**src/rtl/dmaq_regs.sv**
```systemverilog
module dmaq_regs #(
  parameter int AW = 8,
  parameter int PW = 16
) (
  input  logic          clk,
  input  logic          rst_n,
  input  logic          bus_we,
  input  logic [AW-1:0] bus_addr,
  input  logic [31:0]   bus_wdata,
  output logic [31:0]   bus_rdata,
  input  logic          done_up,
  input  logic          done_dn,
  output logic          busy,
  output logic          dir_up,
  output logic          irq
);

  localparam logic [AW-1:0] OFF_BASE = AW'(8'h10);
  localparam logic [AW-1:0] OFF_END  = AW'(8'h14);
  localparam logic [AW-1:0] OFF_WP   = AW'(8'h18);
  localparam logic [AW-1:0] OFF_RP   = AW'(8'h1C);
  localparam logic [AW-1:0] OFF_CTRL = AW'(8'h20);
  localparam logic [AW-1:0] OFF_STAT = AW'(8'h24);
  localparam logic [31:0]   RP_CLEAR = 32'hEE88_2266;
  localparam logic [31:0]   CTRL_KEEP = 32'h300E_0070;
  localparam logic [PW-1:0] SLOT = PW'(4);

  logic [31:0]   base_q, ctrl_q;
  logic [PW-1:0] endp_q, wptr_q, rptr_q;
  logic          busy_q, dir_q;
  logic [1:0]    st_q;

  wire wr_base = bus_we && bus_addr == OFF_BASE;
  wire wr_end  = bus_we && bus_addr == OFF_END;
  wire wr_wp   = bus_we && bus_addr == OFF_WP;
  wire wr_rp   = bus_we && bus_addr == OFF_RP;
  wire wr_ctrl = bus_we && bus_addr == OFF_CTRL;
  wire wr_st   = bus_we && bus_addr == OFF_STAT;

  wire clr_rp = wr_rp && bus_wdata == RP_CLEAR;
  wire ring   = wr_wp && bus_wdata[PW-1:0] != rptr_q;
  wire step   = busy_q && rptr_q != wptr_q;
  wire drained = busy_q && rptr_q == wptr_q && !wr_wp;

  logic [PW-1:0] rp_inc, rp_next;
  assign rp_inc  = rptr_q + SLOT;
  assign rp_next = (rp_inc == endp_q) ? '0 : rp_inc;

  wire set_up = done_up || (drained && dir_q);
  wire set_dn = done_dn || (drained && !dir_q);
  wire finish = drained || (done_up && dir_q) || (done_dn && !dir_q);

  always_ff @(posedge clk or negedge rst_n) begin
    if (!rst_n) begin
      base_q <= '0;
      ctrl_q <= '0;
      endp_q <= '0;
      wptr_q <= '0;
      rptr_q <= '0;
      busy_q <= 1'b0;
      dir_q  <= 1'b0;
      st_q   <= '0;
    end else begin
      if (wr_base) base_q <= bus_wdata;
      if (wr_end)  endp_q <= bus_wdata[PW-1:0];
      if (wr_ctrl) ctrl_q <= bus_wdata & CTRL_KEEP;
      if (wr_wp) begin
        wptr_q <= bus_wdata[PW-1:0];
        dir_q  <= bus_wdata[31];
      end
      if (clr_rp)    rptr_q <= '0;
      else if (step) rptr_q <= rp_next;
      if (ring)        busy_q <= 1'b1;
      else if (finish) busy_q <= 1'b0;
      st_q <= (st_q & ~({2{wr_st}} & bus_wdata[5:4])) | {set_dn, set_up};
    end
  end

  always_comb begin
    case (bus_addr)
      OFF_BASE: bus_rdata = base_q;
      OFF_END:  bus_rdata = 32'(endp_q);
      OFF_WP:   bus_rdata = {dir_q, 31'(wptr_q)};
      OFF_RP:   bus_rdata = 32'(rptr_q);
      OFF_CTRL: bus_rdata = ctrl_q;
      OFF_STAT: bus_rdata = {26'b0, st_q, 4'b0};
      default:  bus_rdata = '0;
    endcase
  end

  assign busy   = busy_q;
  assign dir_up = dir_q;
  assign irq    = |(st_q & ctrl_q[5:4]);

  AST_MAGIC_ZEROES: assert property (@(posedge clk) disable iff (!rst_n)
    clr_rp |=> rptr_q == '0);
  AST_RPTR_HOLDS_IDLE: assert property (@(posedge clk) disable iff (!rst_n)
    !busy_q && !clr_rp |=> $stable(rptr_q));
  AST_DOORBELL_STARTS: assert property (@(posedge clk) disable iff (!rst_n)
    wr_wp && bus_wdata[PW-1:0] != rptr_q |=> busy_q);
  AST_WRONG_DIR_KEEPS: assert property (@(posedge clk) disable iff (!rst_n)
    busy_q && !wr_wp && rptr_q != wptr_q && !(done_up && dir_q) && !(done_dn && !dir_q) |=> busy_q);
  AST_STATUS_STICKY: assert property (@(posedge clk) disable iff (!rst_n)
    st_q[0] && !(wr_st && bus_wdata[4]) |=> st_q[0]);
  AST_IRQ_MASKED: assert property (@(posedge clk) disable iff (!rst_n)
    ctrl_q[5:4] == 2'b00 |-> !irq);

endmodule

```
**config.mk**
```make
export PLATFORM = sky130hd
export DESIGN_NAME = dmaq_regs
export DESIGN_NICKNAME = d
export VERILOG_FILES = /design/src/rtl/dmaq_regs.sv
export SDC_FILE = /design/constraint.sdc
export NUM_CORES = 1
export LEC_CHECK = 0
export ABC_AREA = 1
export BUFFER_PORTS_ARGS = -buffer_cell sky130_fd_sc_hd__buf_2
export CAP_MARGIN = 20
export CORE_MARGIN = 10
export CORE_UTILIZATION = 30
export CTS_CLUSTER_SIZE = 25
export DETAILED_ROUTE_END_ITERATION = 8
export GPL_ROUTABILITY_DRIVEN = 0
export SYNTH_ARGS = -nofsm -noshare
export SYNTH_HDL_FRONTEND = slang
export SYNTH_SLANG_ARGS = --single-unit
```
**constraint.sdc**
```tcl
create_clock -name clk -period 2.5 [get_ports clk]
set_input_delay 0.75 -clock clk [delete_from_list [all_inputs] [get_ports clk]]
set_output_delay 0.75 -clock clk [all_outputs]
set_load 0.05 [all_outputs]
```
# Word-level counts from Yosys, hierarchy flattened
# Cells that the tools add are included.
[word_totals]
mem_bits_ro = 0
wordCells = 55
output_inout_bits = 35
latch_bits = 0
ramBits = 0
reg_bits = 92
memories = 0
[classes]
muxes = 6
magnitude_cmp = 0
bitwise = 5
reduce_logical = 24
div_mod_pow = 0
n_eq_ne = 11
shifts = 0
n_addsub = 1
mul = 0
[ops]
columns = ["operator", "n"]
rows = [
  ["$pmux W32 S6", 1],
  ["$mux W16", 3],
  ["$eq A16 B16 Y1", 2],
  ["$eq A32 B32 Y1 const B", 1],
  ["$eq A8 B5 Y1 const B", 4],
  ["$ne A16 B16 Y1", 2],
  ["$add A16 B3 Y16 const B", 1],
  ["$eq A8 B6 Y1 const B", 2],
  ["$logic_and A1 B1 Y1", 15],
  ["$and A2 B2 Y2", 3],
  ["$logic_or A1 B1 Y1", 4],
  ["$reduce_bool A2 Y1", 2],
  ["$logic_not A1 Y1", 2],
  ["$mux W1", 2],
  ["$not A2 Y2", 1],
  ["$or A2 B2 Y2", 1],
  ["$reduce_or A2 Y1", 1],
]

# Depth between registers and ports, before layout
# Gate-level depths: netlist of run 1.
[logic_depth]
word_depth = 8
ltp_mapped = 15

# Worst setup path before layout of run 1
# Ideal clock, no wire load.
[synth_timing]
path_type = "input to output"
start = "input port bus_addr[1]"
end = "output port bus_rdata[11]"
path_buffers = 0
stages = 5
t_arrival_ns = 2.515
path_slack_ns = -0.765
required_time_ns = 1.750
cell_sequence = "nor2_1 nand2_1 nor3_4 inv_2 o21ai_0"
[synth_via]
elab_chain_cells = 2
word_cells_on_any_way = 7
[synth_lines]
columns = ["item", "line", "text"]
rows = [
  ["start, declared", "8", "input logic [AW-1:0] bus_addr,"],
  ["$eq A8 B6 Y1 or $eq A8 B5 Y1 (tied branches)", "80", "case (bus_addr)"],
  ["$pmux W32 S6 (*)", "80", ""],
  ["end, declared", "10", "output logic [31:0] bus_rdata,"],
]
# Every way passes the cells marked *; elsewhere a longest branch is shown, timed or not.

# Final worst setup path of run 1
[layout_timing]
start = "input port bus_addr[0]"
end = "output port bus_rdata[5]"
# Same word-level chain as after synthesis.

==> summary.md, run 1 <==
| Metric | Value |
|---|---|
| Outcome | finished with violations |
| Failing checks | setup timing |
| Synth top area cells | dfrtp_1, nand2_1, o21ai_0 |
| Worst path most repeated cell | buf_6 |
| Reg2reg end | rptr_q[3]$_DFFE_PN0P_ |
| Per-cell routed wire length | 16.8 µm |
| NumNets Final | 903 |
| Syn-to-layout area delta | 43.6% |
| Cells after Synth | 740 |
| Max FO, Critical Path | 5 |
| Root Driver | clkbuf_16 |
| Clk slew on worst S/H paths | 0.07 ns |
| # rows | 48 |
| Die height | 152 µm |
| Synth Flop Type | dfrtp_1 |
| Cell taking the most area after synthesis | dfrtp_1 |
| CTS tree | built |
| Setup Skew | 0.00793 ns |
| Largest net degree at the start of global routing | 65 |
| Kind of end point of the critical path | output port |
| RR Startpoint | rptr_q[3]$_DFFE_PN0P_ |
| Post-route DRC | 0 |
| Post-synth EDFFs | 0 |
| H-Tree Depth | 3 |
| Critical Path End | bus_rdata[5] |
| Io pins | 80 |
| Vias in the first global route | 5176 |
| Fin crit share | 111% |
| Setup ws final | -0.275 ns |
| Max cap viols | 0 |
| Mean Syn Cell Area | 7.06 µm² |
| FF-to-FF path depth | 14 |
| Ratio of cells with drive above 1 in the final layout | 27.4% |
| Sequential share of the synthesized area | 43.1% |
| Clock Latency Late Sink | 0.36 ns |
| Detailed Route Iter0 Violations | 371 |
| FF+latch count, synth | 90 |
| Async SR Flop Fraction | 100% |
| Commonest non-fill, non-tap cell in the layout | nand2_1 |
| Most frequent cells in the layout | nand2_1, dfrtp_1, inv_1 |
| Area share of the largest cell type after synthesis | 43.1% |
| Pre-CTS setup slack | -0.463 ns |
| R2r setup slk | 0.30 ns |
| Tightest Hold Check Type | input pin to asynchronous set/reset pin |
| Total CTS buffers | 9 |
| CP Launch Type | input pin |
| Synthesized Nets | 786 |
| Final hold vios | 0 |
| F_max | 360 MHz |
| Critical path class | input pin to output port |
| Crit path cell chain | buf_6, nor2_4, nand2_2, buf_6, nor3_4, buf_6, nand2_1, o21ai_2, nor2_1, o211ai_1, buf_4 |
| GRT Util Overall | 15.4% |
| RSZ-0062 raised after global routing | yes |
| Ant. Diodes | 0 |
| DP Area | 6420 µm² |
| Die ar. | 23100 µm² |
| Layout Utilization | 43.7% |
| Cell area after synthesis | 5220 µm² |
| Final slew viol count | 0 |
| Pwr dens | 467 nW/µm² |
| Highest-delay cell along the critical path | buf_4 |
| Initial core utilization | 30.4% |
| Vias | 5306 |
| Slew HR | 64.7% |
| Total grt overflow | 0 |
| Synth cell types | 34 |
| Max Root-Sink Buffers | 2 |
| CP required | 1.75 ns |
| Antenna violations before repair | 0 |
| Peak supply drop | 0.431 mV |
| Cell count after placement | 1057 |
| PortBufs | 79 |
| First-pass DRT Iterations | 6 |
| Die X | 152 µm |
| Yosys warns | 0 |
| Least-Margin Pin Slew | 0.529 ns |
| Setup violators final | 32 |
| Launch point of the worst path | bus_addr[0] |
| Final Non-Filler Cells | 1087 |
| CTS sink cnt | 90 |
| CP max stage delay | 0.26 ns |
| Minimum clock period | 2.78 ns |
| P_leak | 3.50 nW |
| Post-route cell area | 7500 µm² |
| CP Data Arrival Time | 2.03 ns |
| Hpwl dp | 13600 µm |
| Area of the core | 17200 µm² |
| Antenna viol nets, final | 0 |
| First-pass GRT wire length | 28900 µm |
| Routed wire length | 18300 µm |
| DR vias/cell | 4.88 |
critical path: cells and delay by family:
kind	cells	cell delay (ns)
AO/OA/AOI/OAI	2	0.19
AND/OR/NAND/NOR	5	0.44
buffers and inverters	4	0.64
how the worst min path moves through the flow:
stage	startpoint	to
global placement	endp_q[9]$_DFFE_PN0P_	endp_q[9]$_DFFE_PN0P_
floorplan	rst_n	base_q[0]$_DFFE_PN0P_
global route	rst_n	base_q[26]$_DFFE_PN0P_
CTS	rst_n	base_q[26]$_DFFE_PN0P_
finish	rst_n	base_q[26]$_DFFE_PN0P_
detailed placement	base_q[25]$_DFFE_PN0P_	base_q[25]$_DFFE_PN0P_
cells in the mapped netlist, types with 7 or more instances:
cell / count
nand2_1: 251
dfrtp_1: 90
inv_1: 89
nor2_1: 73
o21ai_0: 72
nand3_1: 30
clkbuf_1: 15
o22ai_1: 13
a21oi_1: 11
nand4_1: 11
o21ai_1: 8
nor2_2: 7
power by group:
group / internal, W / switching [W]
clock network: 0.000918 / 0.000637
logic: 0.000134 / 0.000249
registers: 0.00152 / 0.0000477
total: 0.00257 / 0.000933
per-layer routing:
| metal | share of wire, % | vias up | wire length, µm | track usage, % |
|---|---|---|---|---|
| li1 | - | 2600 | - | - |
| met1 | 45 | 2520 | 8300 | 20.8 |
| met2 | 47 | 166 | 8540 | 24.3 |
| met3 | 6.6 | 20 | 1210 | 3.58 |
| met4 | 1.3 | 0 | 239 | 3.67 |
| met5 | 0 | - | 0 | 0 |
timing repair:
action,4_1_cts,5_1_grt
resized for setup,113,30
setup endpoints to repair,32,32
gates cloned,1,2
setup buffers,5,7
endpoints found under the hold margin,0,0
pin swaps,19,12
hold buffers,0,0
metrics by stage:
| stage | hold WS [ns] | TNS (ns) | total power, W |
|---|---|---|---|
| floorplan | 0.453 | -2.68 | 0.00178 |
| finish | 0.357 | -5.17 | 0.00350 |
| CTS | 0.381 | -4.26 | 0.00352 |
| detailed placement | 0.473 | -10.68 | 0.00194 |
| global route | 0.393 | -6.79 | 0.00365 |
| global placement | 0.466 | -10.24 | 0.00194 |
flip-flops by register name (all words and copies together) (netlist names):
name / flops
busy: 1
base_q: 32
endp_q: 16
dir_up: 1
ctrl_q: 8
wptr_q: 16
rptr_q: 14
st_q: 2
cells by family (layout without fill, tap and decap cells):
kind of cell	after synthesis	in the layout	synth area share (%)
and+or+nand+nor	393	394	31.4
AOI/OAI and AO/OA	126	126	14.1
buffers and inverters	124	245	10.2
DFF	90	90	43.1
xor gates and xnor gates	6	6	1.01
adders and majority gates	1	1	0.240
layout make-up:
type                            count  area, µm²
Timing Repair Buffer              135       1310
Clock inverter                      6       97.6
Fill cell                        1710       9680
Tap cell                          225        282
Clock buffer                       10        239
Sequential cell                    90       2250
Multi-Input combinational cell    527       2960
Inverter                           94        365
Note: power is estimated with default switching activity, not from simulation.
==> inputs of run 2 (changes only) <==
--- a/config.mk
+++ b/config.mk
@@ -13,6 +13,7 @@
 export CTS_CLUSTER_SIZE = 25
 export DETAILED_ROUTE_END_ITERATION = 8
 export GPL_ROUTABILITY_DRIVEN = 0
+export SETUP_SLACK_MARGIN = 0.1
 export SYNTH_ARGS = -nofsm -noshare
 export SYNTH_HDL_FRONTEND = slang
 export SYNTH_SLANG_ARGS = --single-unit
==> run 2 against run 1 <==
Compared with the run above:
- the flow still finishes with violations (setup timing)
- clock skew fell by 0.0011 ns
- combinational power fell by 2%
- utilization fell by 0.50 points
- final cell count fell by 0.55%
- via count rose by 0.45%
- final area fell by 1.2%
- global-route usage rose by 0.086 points
- non-clock buffer count fell by 6
- sequential cell count did not move
- sequential share of layout area rose by 0.35 points
- largest power group unchanged
- highest routed layer unchanged
==> summary.md, run 2 (synthesis gave the netlist of run 1 again) <==
| Metric | Value |
|---|---|
| Setup Skew | 0.00687 ns (-0.00106 ns) |
| GRT Util Overall | 15.5% (+0.086 points) |
| Final slew viol count | 0 (unchanged) |
| Final Non-Filler Cells | 1081 (-0.55%) |
| Peak supply drop | 0.348 mV (-19%) |
| Slew HR | 66.3% (+1.6 points) |
| Filler cells | 1756 (+2.7%) |
| Top Registers | base_q: 32 flops, endp_q: 16 flops, wptr_q: 16 flops |
| Setup violators final | 27 (-16%) |
| Fin crit share | 112% (+1.1 points) |
| Clock Latency Late Sink | 0.36 ns (about the same) |
| Outcome | finished with violations |
| Setup ws final | -0.303 ns (-0.0280 ns) |
| Die ar. | 23100 µm² (unchanged) |
| Post-route DRC | 0 (unchanged) |
| Vias in the first global route | 5228 (+1.0%) |
| Syn-to-layout area delta | 42.0% |
| GR Util met1 | 20.7% (about the same) |
| Max FO, Critical Path | 3 (-2) |
| Launch point of the worst path | bus_addr[5] |
| Cell count after placement | 1049 (-0.76%) |
| Die height | 152 µm (unchanged) |
| CTS tree | built |
| Commonest non-fill, non-tap cell in the layout | nand2_1 |
| Tightest Hold Check Type | input pin to asynchronous set/reset pin |
| Ant. Diodes | 0 (unchanged) |
| Routing usage on met2 | 24.4% (+0.062 points) |
| First-pass DRT Iterations | 5 (-1) |
| Clk slew on worst S/H paths | 0.06 ns (about the same) |
| Total CTS buffers | 9 (unchanged) |
| Total grt overflow | 0 (unchanged) |
| Initial core utilization | 30.4% (unchanged) |
| Top reg by flops | base_q |
| Die X | 152 µm (unchanged) |
| H-Tree Depth | 3 (unchanged) |
| Root Driver | clkbuf_16 |
| Most frequent cells in the layout | nand2_1, dfrtp_1, inv_1 |
| NumNets Final | 897 (-0.66%) |
| Io pins | 80 (unchanged) |
| CP Data Arrival Time | 2.05 ns (+0.02 ns) |
| Pre-CTS setup slack | -0.446 ns (+0.0171 ns) |
| Critical path class | input pin to output port |
| Largest net degree at the start of global routing | 52 (-20%) |
| Top Usage Layer GRT | met2 |
| Least-Margin Pin Slew | 0.504 ns (-0.0253 ns) |
| First-pass GRT wire length | 29100 µm (+0.93%) |
| Vias | 5330 (+0.45%) |
| Antenna violations before repair | 0 (unchanged) |
| FF-to-FF path depth | 10 (-4) |
| Ratio of cells with drive above 1 in the final layout | 27.0% (-0.39 points) |
| Failing checks | setup timing |
| Area of the core | 17200 µm² (unchanged) |
| Per-cell routed wire length | 17.2 µm (+2.4%) |
| # rows | 48 (unchanged) |
| Cts hold-fix bufs | 0 (unchanged) |
| Detailed Route Iter0 Violations | 430 (+16%) |
| PortBufs | 79 (unchanged) |
| Minimum clock period | 2.80 ns (+0.0280 ns) |
| WHS | 0.292 ns (-0.0644 ns) |
| CTS sink cnt | 90 (unchanged) |
| Routed wire length | 18600 µm (+1.9%) |
| Pwr dens | 452 nW/µm² (-3.2%) |
| F_max | 357 MHz (-1.0%) |
| Area of the multi-input gates | 2960 µm² (about the same) |
| CP required | 1.75 ns (about the same) |
| Antenna viol nets, final | 0 (unchanged) |
| RSZ-0062 raised after global routing | yes |
| Total power | 0.00335 W (-4.3%) |
| P_leak | 3.47 nW (-0.67%) |
| DR vias/cell | 4.93 (+1.0%) |
| Max cap viols | 0 (unchanged) |
| CP Launch Type | input pin |
| Max reg flops | 32 (unchanged) |
| Met3 Use GR | 3.75% (+0.17 points) |
| Kind of end point of the critical path | output port |
| Final hold vios | 0 (unchanged) |
| Hpwl dp | 13800 µm (+0.92%) |
| RR Startpoint | rptr_q[8]$_DFFE_PN0P_ |
| Register area | 2250 µm² (unchanged) |
| Max Root-Sink Buffers | 2 (unchanged) |
run 2: area by class of cell:
type                    count  share of cell area [%]
well taps                 225                    3.80
flip-flops and latches     90                    30.4
clock buffers               9                    3.04
multi-input cells         527                    39.9
inverters                  94                    5.03
repair buffers            129                    16.8
clock inverters             7                    1.08
run 2: power by group:
part / switching (W) / internal, W
registers: 0.0000479 / 0.00152
logic: 0.000250 / 0.000127
clock network: 0.000627 / 0.000782
run 2: critical path, cell delays in order:
cell and delay [ns]:
buf_6 0.08, inv_4 0.04, buf_6 0.11, nor4_4 0.21, buf_4 0.17, nand2_1 0.08, o22ai_1 0.19, nor2_1 0.07
o211ai_1 0.11, buf_4 0.24
run 2: path summary, 6_finish.rpt:
check,to,slack (ns)
max,bus_rdata[5],-0.30
min,base_q[27]$_DFFE_PN0P_,0.29
max reg2reg,rptr_q[14]$_DFFE_PN0P_,0.32
min reg2reg,base_q[5]$_DFFE_PN0P_,0.49
max in group asynchronous,endp_q[8]$_DFFE_PN0P_,1.59
min in group clk,base_q[5]$_DFFE_PN0P_,0.49
run 2: timing repair:
item	CTS	global route
gates cloned	1	2
setup buffers	5	8
pin swaps	13	22
resized for setup	110	42
setup endpoints to repair	32	46
run 2: stage by stage:
step | utilization (%) | TNS, ns | cell area [µm²]
after detailed placement | 37.1 | -9.66 | 6370
after global placement | 37.1 | -9.69 | 6370
final | 43.2 | -5.45 | 7410
after floorplan | - | -2.46 | 5560
after CTS | 41.5 | -4.42 | 7130
after global routing | 43.2 | -6.78 | 7410
run 2: per-layer routing:
| layer | part of all wire, % | wire length, µm |
|---|---|---|
| met5 | 0 | 0 |
| met4 | 1.5 | 277 |
| met3 | 6.9 | 1290 |
| met2 | 46 | 8560 |
| met1 | 46 | 8520 |
